<file path="src/rtl/dntmr_pkg.sv">
package dntmr_pkg;

    localparam int IDX_W   = 3;
    localparam int PRE_W   = 12;
    localparam int CTRL_W  = 26;
    localparam int SWR_BIT = 16;

    typedef enum logic [IDX_W-1:0] {
        RI_CTRL = 3'd0,
        RI_STAT = 3'd1,
        RI_LOAD = 3'd2,
        RI_CMP  = 3'd3,
        RI_CNT  = 3'd4
    } reg_idx_e;

    // Field layout of the control word, MSB first (bit 25 down to bit 0).
    typedef struct packed {
        logic [1:0]       src;    // 25:24 tick source
        logic [5:0]       spare;  // 23:18 stored only
        logic             ovw;    // 17 load write overwrites counter
        logic             swr;    // 16 soft reset, never stored as 1
        logic [PRE_W-1:0] presc;  // 15:4 divider ratio minus one
        logic             rld;    // 3 reload (1) or wrap to ones (0)
        logic             ien;    // 2 interrupt enable
        logic             emod;   // 1 keep counter on enable
        logic             en;     // 0 run
    } ctrl_t;

endpackage

</file>
<file path="src/rtl/dntmr_presc.sv">
module dntmr_presc #(
    parameter int PW = 12
) (
    input  logic          clk,
    input  logic          rst_n,
    input  logic          clr,
    input  logic          run,
    input  logic          tick,
    input  logic [PW-1:0] limit,
    output logic          step
);
    logic [PW-1:0] pcnt_d, pcnt_q;

    always_comb begin
        step   = run && tick && !clr && (pcnt_q == limit);
        pcnt_d = pcnt_q;
        if (clr)
            pcnt_d = '0;
        else if (run && tick)
            pcnt_d = step ? '0 : pcnt_q + 1'b1;
    end

    always_ff @(posedge clk or negedge rst_n) begin
        if (!rst_n) pcnt_q <= '0;
        else        pcnt_q <= pcnt_d;
    end

    // with a ratio above one, two steps never fall on adjacent cycles
    a_r2_step_spacing: assert property (@(posedge clk) disable iff (!rst_n)
        (step && limit != '0) |=> !step);

endmodule

</file>
<file path="src/rtl/dntmr_core.sv">
module dntmr_core #(
    parameter int DW = 32
) (
    input  logic          clk,
    input  logic          rst_n,
    input  logic          step,
    input  logic          rld,
    input  logic          force_en,
    input  logic [DW-1:0] force_val,
    input  logic [DW-1:0] load_val,
    output logic [DW-1:0] cnt_q,
    output logic          wrap
);
    logic [DW-1:0] cnt_d;
    logic          at_zero;

    always_comb begin
        at_zero = (cnt_q == '0);
        wrap    = step && !force_en && at_zero;
        cnt_d   = cnt_q;
        if (force_en)
            cnt_d = force_val;
        else if (step)
            cnt_d = at_zero ? (rld ? load_val : '1) : cnt_q - 1'b1;
    end

    always_ff @(posedge clk or negedge rst_n) begin
        if (!rst_n) cnt_q <= '1;
        else        cnt_q <= cnt_d;
    end

    // an unforced step from nonzero lowers the count by one
    a_r3_decrement: assert property (@(posedge clk) disable iff (!rst_n)
        (step && !force_en && cnt_q != '0) |=> (cnt_q == $past(cnt_q) - 1'b1));

    // wrap mode lands on all ones
    a_r4_wrap_ones: assert property (@(posedge clk) disable iff (!rst_n)
        (wrap && !rld) |=> (cnt_q == '1));

    // no step and no force leaves the count alone
    a_r8_hold: assert property (@(posedge clk) disable iff (!rst_n)
        (!step && !force_en) |=> (cnt_q == $past(cnt_q)));

endmodule

</file>
<file path="src/rtl/dntmr_top.sv">
module dntmr_top
    import dntmr_pkg::*;
#(
    parameter int DW = 32
) (
    input  logic             clk,
    input  logic             rst_n,
    input  logic             tick_main,
    input  logic             tick_slow,
    input  logic             wr_en,
    input  logic [IDX_W-1:0] wr_idx,
    input  logic [DW-1:0]    wdata,
    input  logic [IDX_W-1:0] rd_idx,
    output logic [DW-1:0]    rdata,
    output logic             irq
);
    typedef struct packed {
        ctrl_t         ctrl;
        logic [DW-1:0] load;
        logic [DW-1:0] cmp;
        logic          flag;
    } regs_t;

    regs_t         r_d, r_q;
    ctrl_t         new_ctrl;
    logic          wr_ctrl, wr_stat, wr_load, wr_cmp, swr;
    logic          run, src_tick, step, wrap;
    logic          cnt_force;
    logic [DW-1:0] cnt_fval, cnt_q;

    // ---------------- write decode and next state ----------------
    always_comb begin
        wr_ctrl      = wr_en && (wr_idx == RI_CTRL);
        wr_stat      = wr_en && (wr_idx == RI_STAT);
        wr_load      = wr_en && (wr_idx == RI_LOAD);
        wr_cmp       = wr_en && (wr_idx == RI_CMP);
        swr          = wr_ctrl && wdata[SWR_BIT];
        new_ctrl     = ctrl_t'(wdata[CTRL_W-1:0]);
        new_ctrl.swr = 1'b0;

        run = r_q.ctrl.en && (r_q.ctrl.src != 2'b00);
        case (r_q.ctrl.src)
            2'b00:   src_tick = 1'b0;
            2'b11:   src_tick = tick_slow;
            default: src_tick = tick_main;
        endcase

        cnt_force = 1'b0;
        cnt_fval  = wdata;
        if (wr_ctrl && new_ctrl.en && new_ctrl.src != 2'b00 && !new_ctrl.emod) begin
            cnt_force = 1'b1;
            cnt_fval  = swr ? '1 : r_q.load;
        end else if (swr) begin
            cnt_force = 1'b1;
            cnt_fval  = '1;
        end else if (wr_load && r_q.ctrl.ovw) begin
            cnt_force = 1'b1;
            cnt_fval  = wdata;
        end

        r_d = r_q;
        if (swr) begin
            r_d.load = '1;
            r_d.cmp  = '0;
        end
        if (wr_ctrl) r_d.ctrl = new_ctrl;
        if (wr_load) r_d.load = wdata;
        if (wr_cmp)  r_d.cmp  = wdata;
        if (wrap)
            r_d.flag = 1'b1;
        else if (wr_stat || swr)
            r_d.flag = 1'b0;
    end

    always_ff @(posedge clk or negedge rst_n) begin
        if (!rst_n) begin
            r_q.ctrl <= '0;
            r_q.load <= '1;
            r_q.cmp  <= '0;
            r_q.flag <= 1'b0;
        end else begin
            r_q <= r_d;
        end
    end

    // ---------------- datapath ----------------
    dntmr_presc #(.PW(PRE_W)) i_presc (
        .clk   (clk),
        .rst_n (rst_n),
        .clr   (wr_ctrl),
        .run   (run),
        .tick  (src_tick),
        .limit (r_q.ctrl.presc),
        .step  (step)
    );

    dntmr_core #(.DW(DW)) i_core (
        .clk       (clk),
        .rst_n     (rst_n),
        .step      (step),
        .rld       (r_q.ctrl.rld),
        .force_en  (cnt_force),
        .force_val (cnt_fval),
        .load_val  (r_q.load),
        .cnt_q     (cnt_q),
        .wrap      (wrap)
    );

    // ---------------- read side ----------------
    always_comb begin
        case (rd_idx)
            RI_CTRL: rdata = {{(DW-CTRL_W){1'b0}}, r_q.ctrl};
            RI_STAT: rdata = {{(DW-1){1'b0}}, r_q.flag};
            RI_LOAD: rdata = r_q.load;
            RI_CMP:  rdata = r_q.cmp;
            RI_CNT:  rdata = cnt_q;
            default: rdata = '0;
        endcase
        irq = r_q.flag && r_q.ctrl.ien;
    end

    // a zero step always leaves the flag set
    a_r4_flag_set: assert property (@(posedge clk) disable iff (!rst_n)
        wrap |=> r_q.flag);

    // acknowledge without a competing zero step clears the flag
    a_r5_ack_clears: assert property (@(posedge clk) disable iff (!rst_n)
        (wr_stat && !wrap) |=> !r_q.flag);

    // interrupt stays low while masked
    a_r6_masked: assert property (@(posedge clk) disable iff (!rst_n)
        !r_q.ctrl.ien |-> !irq);

    // overwrite write puts the data into the counter on the next edge
    a_r7_overwrite: assert property (@(posedge clk) disable iff (!rst_n)
        (wr_load && r_q.ctrl.ovw) |=> (cnt_q == $past(wdata)));

    // soft reset restores load, compare and flag, bit 16 self-clears
    a_r9_soft_reset: assert property (@(posedge clk) disable iff (!rst_n)
        swr |=> (r_q.load == '1 && r_q.cmp == '0 && !r_q.flag && !r_q.ctrl.swr));

endmodule

</file>
<file path="config.mk">
export PLATFORM = sky130hd
export DESIGN_NAME = dntmr_top
export DESIGN_NICKNAME = d
export VERILOG_FILES = /design/src/rtl/dntmr_pkg.sv /design/src/rtl/dntmr_presc.sv /design/src/rtl/dntmr_core.sv /design/src/rtl/dntmr_top.sv
export SDC_FILE = /design/constraint.sdc
export NUM_CORES = 1
export LEC_CHECK = 0
export ABC_AREA = 1
export CORE_UTILIZATION = 59
export DETAILED_ROUTE_END_ITERATION = 16
export DONT_BUFFER_PORTS = 1
export GPL_ROUTABILITY_DRIVEN = 0
export HOLD_SLACK_MARGIN = 0.03
export PLACE_DENSITY = 0.77
export SYNTH_ARGS = -nofsm -noshare
export SYNTH_HDL_FRONTEND = slang
export SYNTH_HIERARCHICAL = 1
export SYNTH_SLANG_ARGS = --single-unit
</file>
<file path="constraint.sdc">
create_clock -name clk -period 2.17 [get_ports clk]
set_clock_uncertainty 0.15 [all_clocks]
set_input_delay 0.3255 -clock clk [delete_from_list [all_inputs] [get_ports clk]]
set_output_delay 0.3255 -clock clk [all_outputs]
set_load 0.01 [all_outputs]
</file>
==> metrics.md <==
| Metric | Value |
|---|---|
| R2R Setup Slk | `~84 ps` |
| Area grow syn2layout | `13.1%` |
| First-pass GRT wire length | `roughly 44 mm` |
| H-tree Lvls | `4` |
| Die width | `128 um` |
| Failing checks | `hold timing` |
| #FFs+latches synth | `roughly 130` |
| Fin. max-slew vios | `0` |
| Register area share after synthesis | `36.9%` |
| Starting density of the core | `60.8%` |
| CP Launch Type | `register` |
| Internal power | `around 6300 uW` |
| Final core occ | `around 69%` |
| PwrDens | `approximately 1000 mW/mm^2` |
| Core footprint | `about 0.015 sq mm` |
| Lkg Pwr | `between 0.005 and 0.006 uW` |
| Ys Warns | `6` |
| Sink Count | `134` |
| Net Switching | `a little under 4000 uW` |
| Maximum clock path buffer count | `2` |
| Hold Violations, Final | `about 130` |
| Detailed Place HPWL | `~19 mm` |
| Num CTS Buffers | `17` |
| Met1 usage in global routing | `a little under half` |
| Gr busiest metal | `met2` |
| Status | `finished, violations left` |
| DRC | `0` |
| Initial antenna violation count | `1` |
| Met2 usage | `55.4%` |
| Clk slew on worst S/H paths | `about 60 ps` |
| Port Buf Inserts | `0` |
| Non-Filler Instances | `approximately 1,600` |
| DRT Wirelength | `around 28 mm` |
| Dominant cell type by area after synthesis | `nand2_1` |
| Max-capacitance violation count | `0` |
| Fin crit share | `~96%` |
| Post-Syn Nets | `1,429` |
| Number of enable flip-flop cells after synthesis | `0` |
| Design area | `around 0.011 sq mm` |
| Critical Path Sink Type | `register` |
| Initial drt markers | `approximately 830` |
| TritonCTS clock tree | `yes` |
| Flop pwr share | `roughly two fifths` |
| Ys async rst share | `100%` |
| Hold Path Class | `input pin to asynchronous set/reset pin` |
| Layout cells sized above 1 | `15.0%` |
| Vias in the first global route | `approximately 8,700` |
| Post-synth top flop | `dfrtp_1` |
| Commonest cells after routing, fill and taps aside | `nand2_1, inv_1, nand3_1, nor2_1, dfrtp_1` |
| CP Max Fanout | `6` |
| Synth top area share | `about a fifth` |
| NumNets Final | `1,453` |
| Clock power frac | `29.0%` |
| Worst slew pin tran | `545 ps` |
| Hold Buf Count CTS | `32` |
| Critical setup path kind | `register to register` |
| Total power | `between 10,000 and 15,000 uW` |
| Ports | `76` |
| Avg Cell Area, Syn | `between 6 and 7 sq um` |
| Initial DRT Pass Iterations | `6` |
| Filler cell count | `around 1,300` |
| Final ANT Viol Nets | `0` |
| Via count | `9,278` |
| DIE HEIGHT | `128 um` |
| Placed cell area | `0.00956 sq mm` |
| Slew HR | `roughly 64%` |
| Worst skew pair latency | `around 440 ps` |
| Combinational Power Share | `between 30% and 40%` |
| Vias per std cell | `5.69` |
| Site Rows | `45` |
| WP data required | `2400 ps` |
| Final setup fails | `0` |
| Sw frac | `between 30% and 40%` |
| Largest net degree at the start of global routing | `between 100 and 150` |
| Min Hold Slack | `-568 ps` |
| Maximum vdd drop | `roughly 700 uV` |
| Commonest non-fill, non-tap cell in the layout | `nand2_1` |
| Total Negative Setup Slacks | `0 ps` |
| Clock root buffer | `clkbuf_16` |
| FMAX | `about 480 MHz` |
| Synth Cell Area | `between 0.009 and 0.01 sq mm` |
| Full die area | `roughly 0.016 sq mm` |
| Top cells by area, synth | `nand2_1, dfrtp_1, dfstp_2, nand3_1, inv_1` |
| # placed instances | `1,562` |
| Fin crit period | `around 2100 ps` |
| Grt ovf | `0` |
| Distinct cells, synth | `36` |
| Met3 GRT Util | `under 10%` |
| DR WL/cell | `16.9 um` |
| Gr usage total | `a little over a third` |
| Cells after synthesis | `1,381` |
| Worst Path Arrival | `roughly 2300 ps` |
[final timing paths]
kind                                startpoint                     endpoint  cells past startpoint
setup / recovery           r_q[89]$_DFFE_PN0P_  i_core/cnt_q[4]$_DFFE_PN1P_                     13
hold / removal                           rst_n          r_q[90]$_DFFE_PN0P_                      0
setup reg to reg           r_q[89]$_DFFE_PN0P_  i_core/cnt_q[4]$_DFFE_PN1P_                     13
hold reg to reg            r_q[66]$_DFFE_PN0P_          r_q[66]$_DFFE_PN0P_                      2
max in group asynchronous                rst_n  i_core/cnt_q[5]$_DFFE_PN1P_                      0
min in group clk                     wr_idx[2]          r_q[65]$_DFFE_PN0P_                      3
[repair_timing]
action / CTS / global route
endpoints found under the hold margin: 221 / 134
pin swaps: 0 / 1
setup endpoints to repair: 5 / 27
gates resized for setup: 2 / 5
setup buffers: 0 / 3
[power groups by stage]
stage          Combinational (uW)  Clock (uW)  Sequential, uW
6_report                     3120        2970            4150
5_1_grt                      3490        3090            4240
4_1_cts                      3040        2980            4120
3_5_place_dp                 2960           0            4150
3_3_place_gp                 2900           0            4130
2_1_floorplan                2400           0            3880
[kinds of logic (layout without fill, tap and decap cells)]
group | count (synthesis) | in the layout | share of synthesized area (%)
AND/OR/NAND/NOR | 834 | 834 | 40.2
buffers and inverters | 230 | 267 | 11.1
AO/OA/AOI/OAI | 159 | 159 | 9.43
flip-flops | 134 | 134 | 36.9
XOR/XNOR | 19 | 19 | 1.79
adder cells (fa/ha/maj) | 5 | 5 | 0.672
other | 0 | 1 | 0
[synth_stat cells (19+ instances only)]
library cell / instances
a21oi_1: 34
a22oi_1: 28
buf_6: 19
clkbuf_1: 32
dfrtp_1: 70
dfstp_2: 64
inv_1: 154
nand2_1: 499
nand3_1: 124
nand4_1: 40
nor2_1: 103
o21ai_0: 47
o21ai_1: 46
[area by class of cell]
cell class / count / area [sq um] / share of cell area [%]
sequential: 134 / 3430 / 32.6
antenna: 1 / 2.50 / 0.0238
inverter: 165 / 623 / 5.91
clock inverter: 13 / 155 / 1.47
tap: 211 / 264 / 2.51
clock buffer: 19 / 443 / 4.20
timing repair buffer: 70 / 709 / 6.73
multi-input combinational: 1017 / 4900 / 46.6
[stage by stage]
stage               hold WS, ps  setup slack [ps]
floorplan                  -120              5.52
global placement           -116              74.0
detailed placement         -116              21.1
CTS                        -571              13.0
global route               -575            -0.199
finish                     -568              83.7
[state kept, by name, indices dropped and copies added, names as in the netlist]
signal	flops
i_core/cnt_q	32
i_presc/pcnt_q	12
r_q	90
[worst max-delay path: stages (launching register included)]
cell,delay (ps)
dfrtp_1,390
inv_1,120
ha_4,220
o21ai_2,150
nand2_2,100
nor2_4,130
inv_1,80
nor2_4,130
nand2_2,90
inv_4,100
o21ai_0,100
a21oi_1,130
o21ai_1,80
nand2_1,50
[per-layer routing]
metal / vias to the layer above / wire [um]
li1: 4439 / -
met1: 4367 / 11700
met2: 407 / 13000
met3: 65 / 2150
met4: 0 / 755
met5: - / 0
Note: power is estimated with default switching activity, not from simulation.
